## config.mk

```make
export PLATFORM = sky130hd
export DESIGN_NAME = pkt_formatter
export DESIGN_NICKNAME = d
export VERILOG_FILES = /design/src/rtl/pkt_fmt_pkg.sv /design/src/rtl/pkt_fmt_regs.sv /design/src/rtl/pkt_fmt_ecc.sv /design/src/rtl/pkt_fmt_crc.sv /design/src/rtl/pkt_formatter.sv
export SDC_FILE = /design/constraint.sdc
export NUM_CORES = 1
export LEC_CHECK = 0
export BUFFER_PORTS_ARGS = -buffer_cell sky130_fd_sc_hd__buf_2
export CAP_MARGIN = 5
export CORE_UTILIZATION = 35
export DETAILED_ROUTE_END_ITERATION = 8
export SKIP_CTS_REPAIR_TIMING = 1
export SLEW_MARGIN = 10
export SYNTH_ARGS = -nofsm -noshare
export SYNTH_HDL_FRONTEND = slang
export SYNTH_SLANG_ARGS = --single-unit
export TNS_END_PERCENT = 50
```

## constraint.sdc

```tcl
create_clock -name clk -period 3.93 [get_ports clk]
set_input_delay 0.1965 -clock clk [delete_from_list [all_inputs] [get_ports clk]]
set_output_delay 0.1965 -clock clk [all_outputs]
set_load 0.005 [all_outputs]
```

## src/rtl/pkt_fmt_pkg.sv

```systemverilog
package pkt_fmt_pkg;

    typedef enum logic [1:0] {
        ST_IDLE = 2'd0,
        ST_HDR  = 2'd1,
        ST_PAY  = 2'd2,
        ST_CSUM = 2'd3
    } fmt_state_t;

    localparam logic [7:0]  KIND_SHORT = 8'h10;
    localparam logic [7:0]  KIND_LONG  = 8'h40;
    localparam int unsigned ADR_TYPE   = 0;
    localparam int unsigned ADR_WCNT   = 2;
    localparam int unsigned ADR_WBASE  = 4;
    localparam logic [15:0] CRC_SEED   = 16'hFFFF;
    localparam logic [15:0] CRC_POLY_R = 16'h8408;

endpackage

```

## src/rtl/pkt_fmt_regs.sv

```systemverilog
module pkt_fmt_regs #(
    parameter int ADDR_W = 4,
    parameter int NWORDS = 4
) (
    input  logic                    clk,
    input  logic                    rst_n,
    input  logic                    lock,
    input  logic                    wr_en,
    input  logic [ADDR_W-1:0]       wr_addr,
    input  logic [15:0]             wr_data,
    output logic [15:0]             type_q,
    output logic [15:0]             wcnt_q,
    output logic [NWORDS-1:0][15:0] words_q,
    output logic                    trig
);
    import pkt_fmt_pkg::*;

    localparam int unsigned ADR_TRIG = ADR_WBASE + 2 * NWORDS;

    logic [NWORDS-1:0] word_hit;

    // One address comparator per payload word, at consecutive even addresses
    for (genvar gi = 0; gi < NWORDS; gi++) begin : g_word_dec
        assign word_hit[gi] = wr_en && !lock &&
                              (wr_addr == ADDR_W'(ADR_WBASE + 2 * gi));
    end

    assign trig = wr_en && (wr_addr == ADDR_W'(ADR_TRIG)) && wr_data[0];

    always_ff @(posedge clk or negedge rst_n) begin
        if (!rst_n) begin
            type_q  <= '0;
            wcnt_q  <= '0;
            words_q <= '0;
        end else begin
            if (wr_en && !lock && wr_addr == ADDR_W'(ADR_TYPE)) type_q <= wr_data;
            if (wr_en && !lock && wr_addr == ADDR_W'(ADR_WCNT)) wcnt_q <= wr_data;
            for (int i = 0; i < NWORDS; i++) begin
                if (word_hit[i]) words_q[i] <= wr_data;
            end
        end
    end

endmodule

```

## src/rtl/pkt_fmt_ecc.sv

```systemverilog
module pkt_fmt_ecc (
    input  logic [23:0] hdr,
    output logic [7:0]  ecc
);
    localparam logic [5:0][23:0] PMASK = {
        24'hEFFC00, 24'hDF03F0, 24'hB8E38E,
        24'h749A6D, 24'hF2555B, 24'hF12CB7
    };

    for (genvar gb = 0; gb < 6; gb++) begin : g_par
        assign ecc[gb] = ^(hdr & PMASK[gb]);
    end
    assign ecc[7:6] = 2'b00;

endmodule

```

## src/rtl/pkt_fmt_crc.sv

```systemverilog
module pkt_fmt_crc (
    input  logic [15:0] crc_in,
    input  logic [7:0]  din,
    output logic [15:0] crc_out
);
    import pkt_fmt_pkg::*;

    always_comb begin
        logic [15:0] c;
        logic        fb;
        c = crc_in;
        for (int b = 0; b < 8; b++) begin
            fb = c[0] ^ din[b];
            c  = c >> 1;
            if (fb) c = c ^ CRC_POLY_R;
        end
        crc_out = c;
    end

endmodule

```

## src/rtl/pkt_formatter.sv

```systemverilog
module pkt_formatter #(
    parameter int ADDR_W = 4,
    parameter int NWORDS = 4
) (
    input  logic              clk,
    input  logic              rst_n,
    input  logic              enable,
    input  logic              wr_en,
    input  logic [ADDR_W-1:0] wr_addr,
    input  logic [15:0]       wr_data,
    output logic [7:0]        out_data,
    output logic              out_valid,
    output logic              out_last,
    input  logic              out_ready,
    output logic              busy,
    output logic              reject
);
    import pkt_fmt_pkg::*;

    localparam int MAX_BYTES = 2 * NWORDS;
    localparam int WI_W      = (NWORDS > 1) ? $clog2(NWORDS) : 1;
    localparam int IDX_W     = WI_W + 1;
    localparam int LEN_W     = IDX_W + 1;

    fmt_state_t              state_q, state_d;
    logic [IDX_W-1:0]        idx_q, idx_d;
    logic [15:0]             crc_q, crc_d, crc_upd;
    logic                    reject_q, reject_d;

    logic [15:0]             type_q, wcnt_q;
    logic [NWORDS-1:0][15:0] words_q;
    logic                    trig;

    logic                    is_long, kind_ok, len_ok, start_req, accept, fire;
    logic [7:0]              di_byte, hdr1, hdr2, ecc_byte, pay_byte;
    logic                    pay_last, hdr_end, csum_end;

    pkt_fmt_regs #(.ADDR_W(ADDR_W), .NWORDS(NWORDS)) u_regs (
        .clk     (clk),
        .rst_n   (rst_n),
        .lock    (busy),
        .wr_en   (wr_en),
        .wr_addr (wr_addr),
        .wr_data (wr_data),
        .type_q  (type_q),
        .wcnt_q  (wcnt_q),
        .words_q (words_q),
        .trig    (trig)
    );

    // Header fields
    assign is_long  = (type_q[15:8] == KIND_LONG);
    assign kind_ok  = is_long || (type_q[15:8] == KIND_SHORT);
    assign len_ok   = !is_long || (wcnt_q <= 16'(MAX_BYTES));
    assign di_byte  = {2'b00, type_q[5:0]};
    assign hdr1     = is_long ? wcnt_q[7:0]  : words_q[0][7:0];
    assign hdr2     = is_long ? wcnt_q[15:8] : words_q[0][15:8];

    pkt_fmt_ecc u_ecc (
        .hdr (
            {hdr2, hdr1, di_byte}),
        .ecc (ecc_byte)
    );

    // Payload byte select: word from the upper index bits, half from bit 0
    assign pay_byte = idx_q[0] ? words_q[idx_q[IDX_W-1:1]][15:8]
                               : words_q[idx_q[IDX_W-1:1]][7:0];

    pkt_fmt_crc u_crc (
        .crc_in  (crc_q),
        .din     (pay_byte),
        .crc_out (crc_upd)
    );

    assign start_req = trig && !busy;
    assign accept    = start_req && enable && kind_ok && len_ok;
    assign fire      = out_valid && out_ready;
    assign hdr_end   = (idx_q == IDX_W'(3));
    assign csum_end  = (idx_q == IDX_W'(1));
    assign pay_last  = ((LEN_W'(idx_q) + LEN_W'(1)) == wcnt_q[LEN_W-1:0]);

    // Next-state logic
    always_comb begin
        state_d  = state_q;
        idx_d    = idx_q;
        crc_d    = crc_q;
        reject_d = start_req && !accept;
        unique case (state_q)
            ST_IDLE: begin
                if (accept) begin
                    state_d = ST_HDR;
                    idx_d   = '0;
                    crc_d   = CRC_SEED;
                end
            end
            ST_HDR: begin
                if (fire) begin
                    if (hdr_end) begin
                        idx_d = '0;
                        if (!is_long)
                            state_d = ST_IDLE;
                        else if (wcnt_q == 16'd0)
                            state_d = ST_CSUM;
                        else
                            state_d = ST_PAY;
                    end else begin
                        idx_d = idx_q + IDX_W'(1);
                    end
                end
            end
            ST_PAY: begin
                if (fire) begin
                    crc_d = crc_upd;
                    if (pay_last) begin
                        state_d = ST_CSUM;
                        idx_d   = '0;
                    end else begin
                        idx_d = idx_q + IDX_W'(1);
                    end
                end
            end
            ST_CSUM: begin
                if (fire) begin
                    if (csum_end) begin
                        state_d = ST_IDLE;
                        idx_d   = '0;
                    end else begin
                        idx_d = idx_q + IDX_W'(1);
                    end
                end
            end
            default: state_d = ST_IDLE;
        endcase
    end

    // State register
    always_ff @(posedge clk or negedge rst_n) begin
        if (!rst_n) begin
            state_q  <= ST_IDLE;
            idx_q    <= '0;
            crc_q    <= CRC_SEED;
            reject_q <= 1'b0;
        end else begin
            state_q  <= state_d;
            idx_q    <= idx_d;
            crc_q    <= crc_d;
            reject_q <= reject_d;
        end
    end

    // Outputs
    always_comb begin
        out_valid = (state_q != ST_IDLE);
        busy      = (state_q != ST_IDLE);
        reject    = reject_q;
        out_data  = 8'h00;
        out_last  = 1'b0;
        unique case (state_q)
            ST_IDLE: out_data = 8'h00;
            ST_HDR: begin
                unique case (idx_q[1:0])
                    2'd0: out_data = di_byte;
                    2'd1: out_data = hdr1;
                    2'd2: out_data = hdr2;
                    2'd3: out_data = ecc_byte;
                    default: out_data = 8'h00;
                endcase
                out_last = hdr_end && !is_long;
            end
            ST_PAY:  out_data = pay_byte;
            ST_CSUM: begin
                out_data = idx_q[0] ? crc_q[15:8] : crc_q[7:0];
                out_last = csum_end;
            end
            default: out_data = 8'h00;
        endcase
    end

endmodule

```

Word-level counts from Yosys, hierarchy flattened:

Index checks and enable logic that the tools add are counted.

* bits in registers: 118
* output and inout port bits: 12
* word-level logic and storage cells: 128

* add/subtract/negate cells: 2
* $lt $le $gt $ge: 2
* equality and inequality tests: 24
* multiplexer cells: 38
* bitwise operators: 16
* reduce and logical (&&, ||, !) cells: 36

Operator list (count)
* 2-to-1 mux 16 bit: 11
* XOR reduction 24 bit: 6
* one-hot mux 8 bit (4 select lines): 2
* binary-select mux 16 bit (select 2 bit): 1
* 2-to-1 mux 8 bit: 4
* one-hot mux 16 bit (2 select lines): 1
* inverter 2 -> 3 bit: 8
* 2-to-1 mux 3 bit: 7
* less-or-equal comparator 16 x 4 -> 1 bit (second input constant): 1
* logical AND 1 bit: 16
* zero test 16 bit: 1
* 2-to-1 mux 2 bit: 8
* != test 2 bit (second input constant): 7
* equality test 4 bit (second input constant): 3
* one-hot mux 3 bit (4 select lines): 1
* equality test 2 bit (second input constant): 4
* equality test 4 x 3 -> 1 bit (second input constant): 2
* equality test 8 x 5 -> 1 bit (second input constant): 1
* equality test 8 x 7 -> 1 bit (second input constant): 1
* one-hot mux 2 bit (4 select lines): 1
* bitwise XOR 1 bit: 8
* AND reduction 7 bit: 1
* adder 3 x 1 -> 4 bit (second input constant): 1
* equality test 2 x 1 -> 1 bit (second input constant): 2
* 15 further kinds: 20

Logic depth before layout (Yosys ltp):

Gate-level depths: netlist of the first run.

* depth in word-level cells: 21
* depth in mapped cells: 11

Cells and area by module:

Synthesis of the first run repeated with hierarchy kept, for this count alone.

* cells, all modules: 528
* area, all modules: 6985.4 sq um

Modules (own cells, without submodules)
* pkt_fmt_regs: times used 1, cells each 211, area each 3654.8 sq um, seq. area each 2402.3 sq um
* pkt_formatter: times used 1, cells each 249, area each 2432.3 sq um, seq. area each 570.5 sq um
* pkt_fmt_ecc: times used 1, cells each 43, area each 525.5 sq um, seq. area each 0.0 sq um
* pkt_fmt_crc: times used 1, cells each 25, area each 372.9 sq um, seq. area each 0.0 sq um

Worst setup path after synthesis of the first run:

OpenSTA, ideal clock, no wires.

* path kind: register to output
* start: register u_regs.type_q[9]
* end: output out_data[3]
* arrival time: 2044 ps
* required time: 3733 ps
* path slack: 1690 ps
* stages on the path, launching flop included: 8
* path through: dfrtp_1 nor4_4 and3_1 buf_2 mux2_2 a221o_1 a2bb2oi_1 o21ai_1

* word-level cells in the longest chain between the ends: 5

RTL lines
* start: declaration: line pkt_fmt_regs.sv:11 `output logic [15:0] type_q,`
* start signal: assignment: line pkt_fmt_regs.sv:36 `if (wr_en && !lock && wr_addr == ADDR_W'(ADR_TYPE)) type_q <= wr_data;`
* equality test 8 x 7 -> 1 bit *: line pkt_formatter.sv:52 `assign is_long = (type_q[15:8] == KIND_LONG);`
* 2-to-1 mux 8 bit, on equally long branches: line pkt_formatter.sv:56, pkt_formatter.sv:57
* XOR reduction 24 bit: line pkt_fmt_ecc.sv:11 `assign ecc[gb] = ^(hdr & PMASK[gb]);`
* one-hot mux 8 bit (4 select lines) *: line pkt_formatter.sv:161 `unique case (idx_q[1:0])`
* one-hot mux 8 bit (4 select lines) *: line pkt_formatter.sv:158 `unique case (state_q)`
* end: declaration: line pkt_formatter.sv:11 `output logic [7:0] out_data,`

Every way passes the cells marked *; elsewhere a longest branch is shown, timed or not.

Worst setup path after layout of the first run:

Ends and elaborated chain as after synthesis.

==> impl_metrics.toml, run 1 <==
[status]
status = "finished clean"

[cells_and_area]
final_cell_mix = "106 x mux2_2, 100 x dfrtp_1, 65 x xnor2_1"
layout_commonest_cell = "mux2_2"
drive_gt1_share_pct = 35.5
fin_cells = 888
final_nets = 642
syn2layout_area_growth_pct = 14.7
diodes = 0

[timing]
finalHoldViolCount = 0
finalSetupViolations = 0
slew_headroom_pct = 38.4
grt_setup_unrepaired = "false"
min_period_over_period_pct = 83.8
final.setup_skew_ps = 9.14
final.setup.tns_ps = 0
period_minus_slack_ps = 3290
timing.hold.ws_ps = 94.5
tightestPinTransition_ps = 925
fin_ws_ps = 638
maxSlewViolCount = 0
clock.fmax_ghz = 0.304

[logic_synthesis]
synth.distinct_cells = 72
ys_ff_latch = 116
ys_async_sr_fraction_pct = 100
synthesis.nets = 608
synth_area_per_cell_um2 = 12.3
synth_edf_count = 0
synthFlopType = "dfrtp_1"
synthCells = 577
synth_area_mm2 = 0.00710
ys_warn_count = 0
synth_seq_area_share_pct = 41.2

[hold_path]
hp-start = "wr_data[7]"
hold_path_class = "input pin to flop"
hold_depth = 2
hold-path-endpoint = "u_regs.words_q[23]$_DFFE_PN0P_"

[power]
p_leak_uw = 0.00349
ir_worst_vdd_v = 0.000351
finalPower_uw = 8290
power_density_mw_per_mm2 = 1020

[drt]
first_pass_iters = 5
num_vias = 4754
drt_iter0_markers = 392
wl_um = 18200
drcViolationCount = 0
ant_nets = 0
wl_per_cell_um = 20.5
routed_via_density = 5.35

[clock_tree]
clk_pin_slew_ps = 50
clock_path_buffers = 2
clkLatencyLatePin_ps = 420
cts_tree = "yes"
cts_sinks = 116
htree_levels = 4
root_buffer = "clkbuf_16"
numCtsBuffers = 17

[critical_path]
r2r_cells = 4
crit_slowest_cell = "and3_1"
r2r_slack_ps = 1040
cp.required_ps = 3730
critPathArrivalTime_ps = 3100
cpPeakStageDelay_ps = 700
crit_chain = "nor4_4, and3_1, mux2_2, a221o_1, a2bb2oi_1, o21ai_1, buf_2"
worst-setup-path-type = "flop to output port"
crit_family = "simple AND/OR/NAND/NOR gates"
reg2reg_to = "u_regs.type_q[1]$_DFFE_PN0P_"
endpoint_kind = "output port"
cp_max_fo = 11
crit_buf_inv = 1
cp-start-kind = "flop"

[placement]
place_inst = 856
hpwl_um = 13300
pre_cts_ws_ps = 1060
place_congestion = 0.878
numPortBuffers = 36

[die]
fp.dieH_um = 144
io_pins = 37
die_w_um = 144
row_count = 51
die-area_mm2 = 0.0208
start_util_pct = 36.1
core_mm2 = 0.0197

[grt]
grt_max_degree = 46
grt-ovfl-total = 0
first_global_vias = 4809
grt_pass1_wl_um = 28500
grt_usage_pct = 18.8
antenna_found_initial = 0

[job]
drv_cap = 0
[kinds of logic (layout without fill, tap and decap cells)]
logic type	Yosys count	after routing	synth area share (%)
mux	148	148	25.0
flops	116	116	41.2
xor+xnor	101	101	15.0
compound gates	84	84	8.45
simple gates	78	78	6.26
buf+inv	44	90	3.09
fa+ha+maj	6	6	1.06
[state kept, by name, indices dropped and copies added (netlist names), named ones only]
register,cells
idx_q,3
u_regs.wcnt_q,16
reject,1
u_regs.type_q,14
u_regs.words_q,64
crc_q,16
state_q,1
[metal layers]
| layer | vias up | track usage [%] | wire, µm | share of wire, % |
|---|---|---|---|---|
| met5 | - | 0 | 0 | 0 |
| met4 | 0 | 6.26 | 250 | 1.4 |
| met3 | 23 | 3.31 | 842 | 4.6 |
| met2 | 135 | 28.5 | 8350 | 46 |
| met1 | 2444 | 26.9 | 8800 | 48 |
| li1 | 2152 | - | - | - |
[cells in the mapped netlist, types with 3 or more instances]
cell,count,area [µm²]
mux2_1,5,56.3
a22oi_1,6,45.0
buf_4,4,30.0
o21ai_1,4,20.0
a211oi_1,3,22.5
clkbuf_1,20,75.1
mux2_2,106,1190
xnor2_1,65,569
nor2_1,21,78.8
dfstp_2,16,420
mux2i_1,25,250
nor2b_1,7,43.8
nand2_1,22,82.6
a221o_1,4,40.0
mux4_1,3,78.8
a21oi_1,26,130
xnor3_1,9,203
nor4_1,3,18.8
ha_1,6,75.1
dfrtp_1,100,2500
inv_1,10,37.5
xor2_1,23,201
nand3_1,3,15.0
buf_2,6,30.0
o22a_1,4,35.0
o21ai_0,11,55.1
mux4_2,7,158
[layout make-up]
type,instances,area (µm²)
clock inverters,8,124
well taps,265,332
inverters,11,41.3
clock buffers,23,488
repair buffers,48,275
fillers,1902,11500
multi-input cells,417,3950
flip-flops and latches,116,2920
[where the power goes]
group	internal, µW	switching (µW)	leakage (µW)
Clock	1060	536	0.000295
Combinational	2380	2100	0.00176
Sequential	1650	564	0.00144
Total	5090	3200	0.00349
[worst max path at each step]
stage                                             from                       endpoint  slack [ps]  cells after the start
after floorplan           u_regs.type_q[9]$_DFFE_PN0P_                    out_data[3]        1690                      7
after global placement                            flop  u_regs.type_q[10]$_DFFE_PN0P_        1100                      4
after detailed placement                          flop  u_regs.type_q[13]$_DFFE_PN0P_        1060                      4
after CTS                 u_regs.type_q[9]$_DFFE_PN0P_                    out_data[3]         640                      7
after global routing      u_regs.type_q[9]$_DFFE_PN0P_                    out_data[3]         520                      7
final                     u_regs.type_q[9]$_DFFE_PN0P_                    out_data[3]         640                      7
[through the flow]
step,cell area [µm²],utilization (%)
final,8140,41.4
after global routing,8140,41.4
after CTS,8130,41.3
after detailed placement,7510,38.2
after global placement,7510,38.2
after floorplan,7100,-
No activity file was read; power rests on OpenSTA's default activity.
==> run 2: changes to the inputs <==
==> constraint.sdc (replaced) <==
create_clock -name clk -period 3 [get_ports clk]
set_input_delay 0.15 -clock clk [delete_from_list [all_inputs] [get_ports clk]]
set_output_delay 0.15 -clock clk [all_outputs]
set_load 0.005 [all_outputs]
==> impl_metrics.toml, run 2 (same netlist as run 1, synthesis figures left out) <==
[status]
status = "finished clean"

[die]
fp.dieH_um = 144
io_pins = 37
row_count = 51
die_w_um = 144
start_util_pct = 36.1
die-area_mm2 = 0.0208
core_mm2 = 0.0197

[grt]
grt_max_degree = 74
first_global_vias = 4966
grt_usage_pct = 19.5
grt-ovfl-total = 0
antenna_found_initial = 0
grt_pass1_wl_um = 29500

[power]
p_clk_share_pct = 18.2
p_leak_uw = 0.00356
netSwitchingPower_uw = 4310
power_density_mw_per_mm2 = 1320
swShare_pct = 39.5
comb_power_share_pct = 55.5
power.internal_uw = 6610
finalPower_uw = 10900
ir_worst_vdd_v = 0.000461
seqPwrFrac_pct = 26.4

[clock_tree]
cts_sinks = 116
clk_pin_slew_ps = 60
numCtsBuffers = 17
cts_tree = "yes"
root_buffer = "clkbuf_16"
clkLatencyLatePin_ps = 410
htree_levels = 4
clock_path_buffers = 2

[critical_path]
cp.required_ps = 2850
critPathArrivalTime_ps = 2770
cp-start-kind = "flop"
worst-setup-path-type = "flop to output port"
crit_chain = "nor4_4, and3_1, mux2_2, a221o_1, a2bb2oi_1, o21ai_1, buf_2"
crit_family = "simple AND/OR/NAND/NOR gates"
crit_slowest_cell = "dfrtp_1"
reg2reg_to = "crc_q[7]$_DFFE_PN1P_"
crit_buf_inv = 1
r2r_cells = 7
endpoint_kind = "output port"
cp_max_fo = 6
cpPeakStageDelay_ps = 410
r2r-start = "idx_q[1]$_DFFE_PN0P_"
r2r_slack_ps = 530

[drt]
wl_um = 19000
wl_per_cell_um = 20.9
num_vias = 4840
first_pass_iters = 5
routed_via_density = 5.34
drt_iter0_markers = 307
ant_nets = 0
drcViolationCount = 0

[placement]
numPortBuffers = 36
pre_cts_ws_ps = 357
place_congestion = 0.961
placed_area_mm2 = 0.00762
hpwl_um = 14000

[cells_and_area]
drive_gt1_share_pct = 37.9
stdcell_area_mm2 = 0.00826
syn2layout_area_growth_pct = 16.5
final_cell_mix = "106 x mux2_2, 98 x dfrtp_1, 65 x xnor2_1"
largest_reg_flops = 64
diodes = 0
final_nets = 660
largest_registers = "u_regs.words_q (64), crc_q (16), u_regs.wcnt_q (16)"
layout_commonest_cell = "mux2_2"
fin_util_pct = 42.0
largest_register = "u_regs.words_q"

[timing]
timing.hold.ws_ps = 56.0
finalSetupViolations = 0
maxSlewViolCount = 0
fin_ws_ps = 77.3
min_period_over_period_pct = 97.4
tightestPinTransition_ps = 623
period_minus_slack_ps = 2920
slew_headroom_pct = 58.3
finalHoldViolCount = 0
clock.fmax_ghz = 0.342
final.setup_skew_ps = 5.21

[hold_path]
hold-path-endpoint = "u_regs.words_q[39]$_DFFE_PN0P_"
hold_path_class = "input pin to flop"
hold_depth = 2
hp-start = "wr_data[7]"

[job]
drv_cap = 0
[run 2: cell types whose count changed in the layout (fill, tap and decap cells not counted), moves of 2 or more]
cell	previous run	this run
clkinv_2	2	5
clkbuf_8	4	1
dfrtp_2	0	2
dfrtp_1	100	98
buf_4	12	28
buf_12	0	2
[run 2: worst max path at each step]
stage	from	to	slack, ps	cells past startpoint
global route	u_regs.type_q[10]$_DFFE_PN0P_	out_data[1]	-20	7
detailed placement	idx_q[1]$_DFFE_PN0P_	crc_q[7]$_DFFE_PN1P_	360	7
CTS	idx_q[1]$_DFFE_PN0P_	out_data[0]	20	7
floorplan	u_regs.type_q[9]$_DFFE_PN0P_	out_data[3]	810	7
global placement	idx_q[1]$_DFFE_PN0P_	crc_q[7]$_DFFE_PN1P_	410	7
finish	u_regs.type_q[10]$_DFFE_PN0P_	out_data[3]	80	7
[run 2: layout make-up]
| cell class | instances | area (µm²) |
|---|---|---|
| Tap cell | 265 | 332 |
| Clock buffer | 19 | 443 |
| Timing Repair Buffer | 66 | 435 |
| Fill cell | 1902 | 11400 |
| Multi-Input combinational cell | 417 | 3950 |
| Clock inverter | 13 | 134 |
| Sequential cell | 116 | 2930 |
| Inverter | 11 | 41.3 |
[run 2: metrics by stage]
step,cells,setup TNS [ps]
final,907,0
after global routing,907,-33.5
after CTS,899,0
after detailed placement,867,0
after global placement,867,0
after floorplan,577,0
[run 2: power groups by stage]
stage                     clock network [µW]  registers (µW)  logic [µW]
after floorplan                            0            2560        4880
after global placement                     0            2850        5880
after detailed placement                   0            2890        5970
after CTS                               2020            2870        6030
after global routing                    2100            2960        6540
final                                   1980            2880        6060
[run 2: per-layer routing]
layer  global-route usage, %  routed length [µm]  share of wire (%)  vias to the layer above
li1                        -                   -                  -                     2203
met1                    26.5                8650                 46                     2458
met2                    29.6                8740                 46                      148
met3                    5.00                1080                5.7                       31
met4                    7.98                 493                2.6                        0
met5                       0                   0                  0                        -
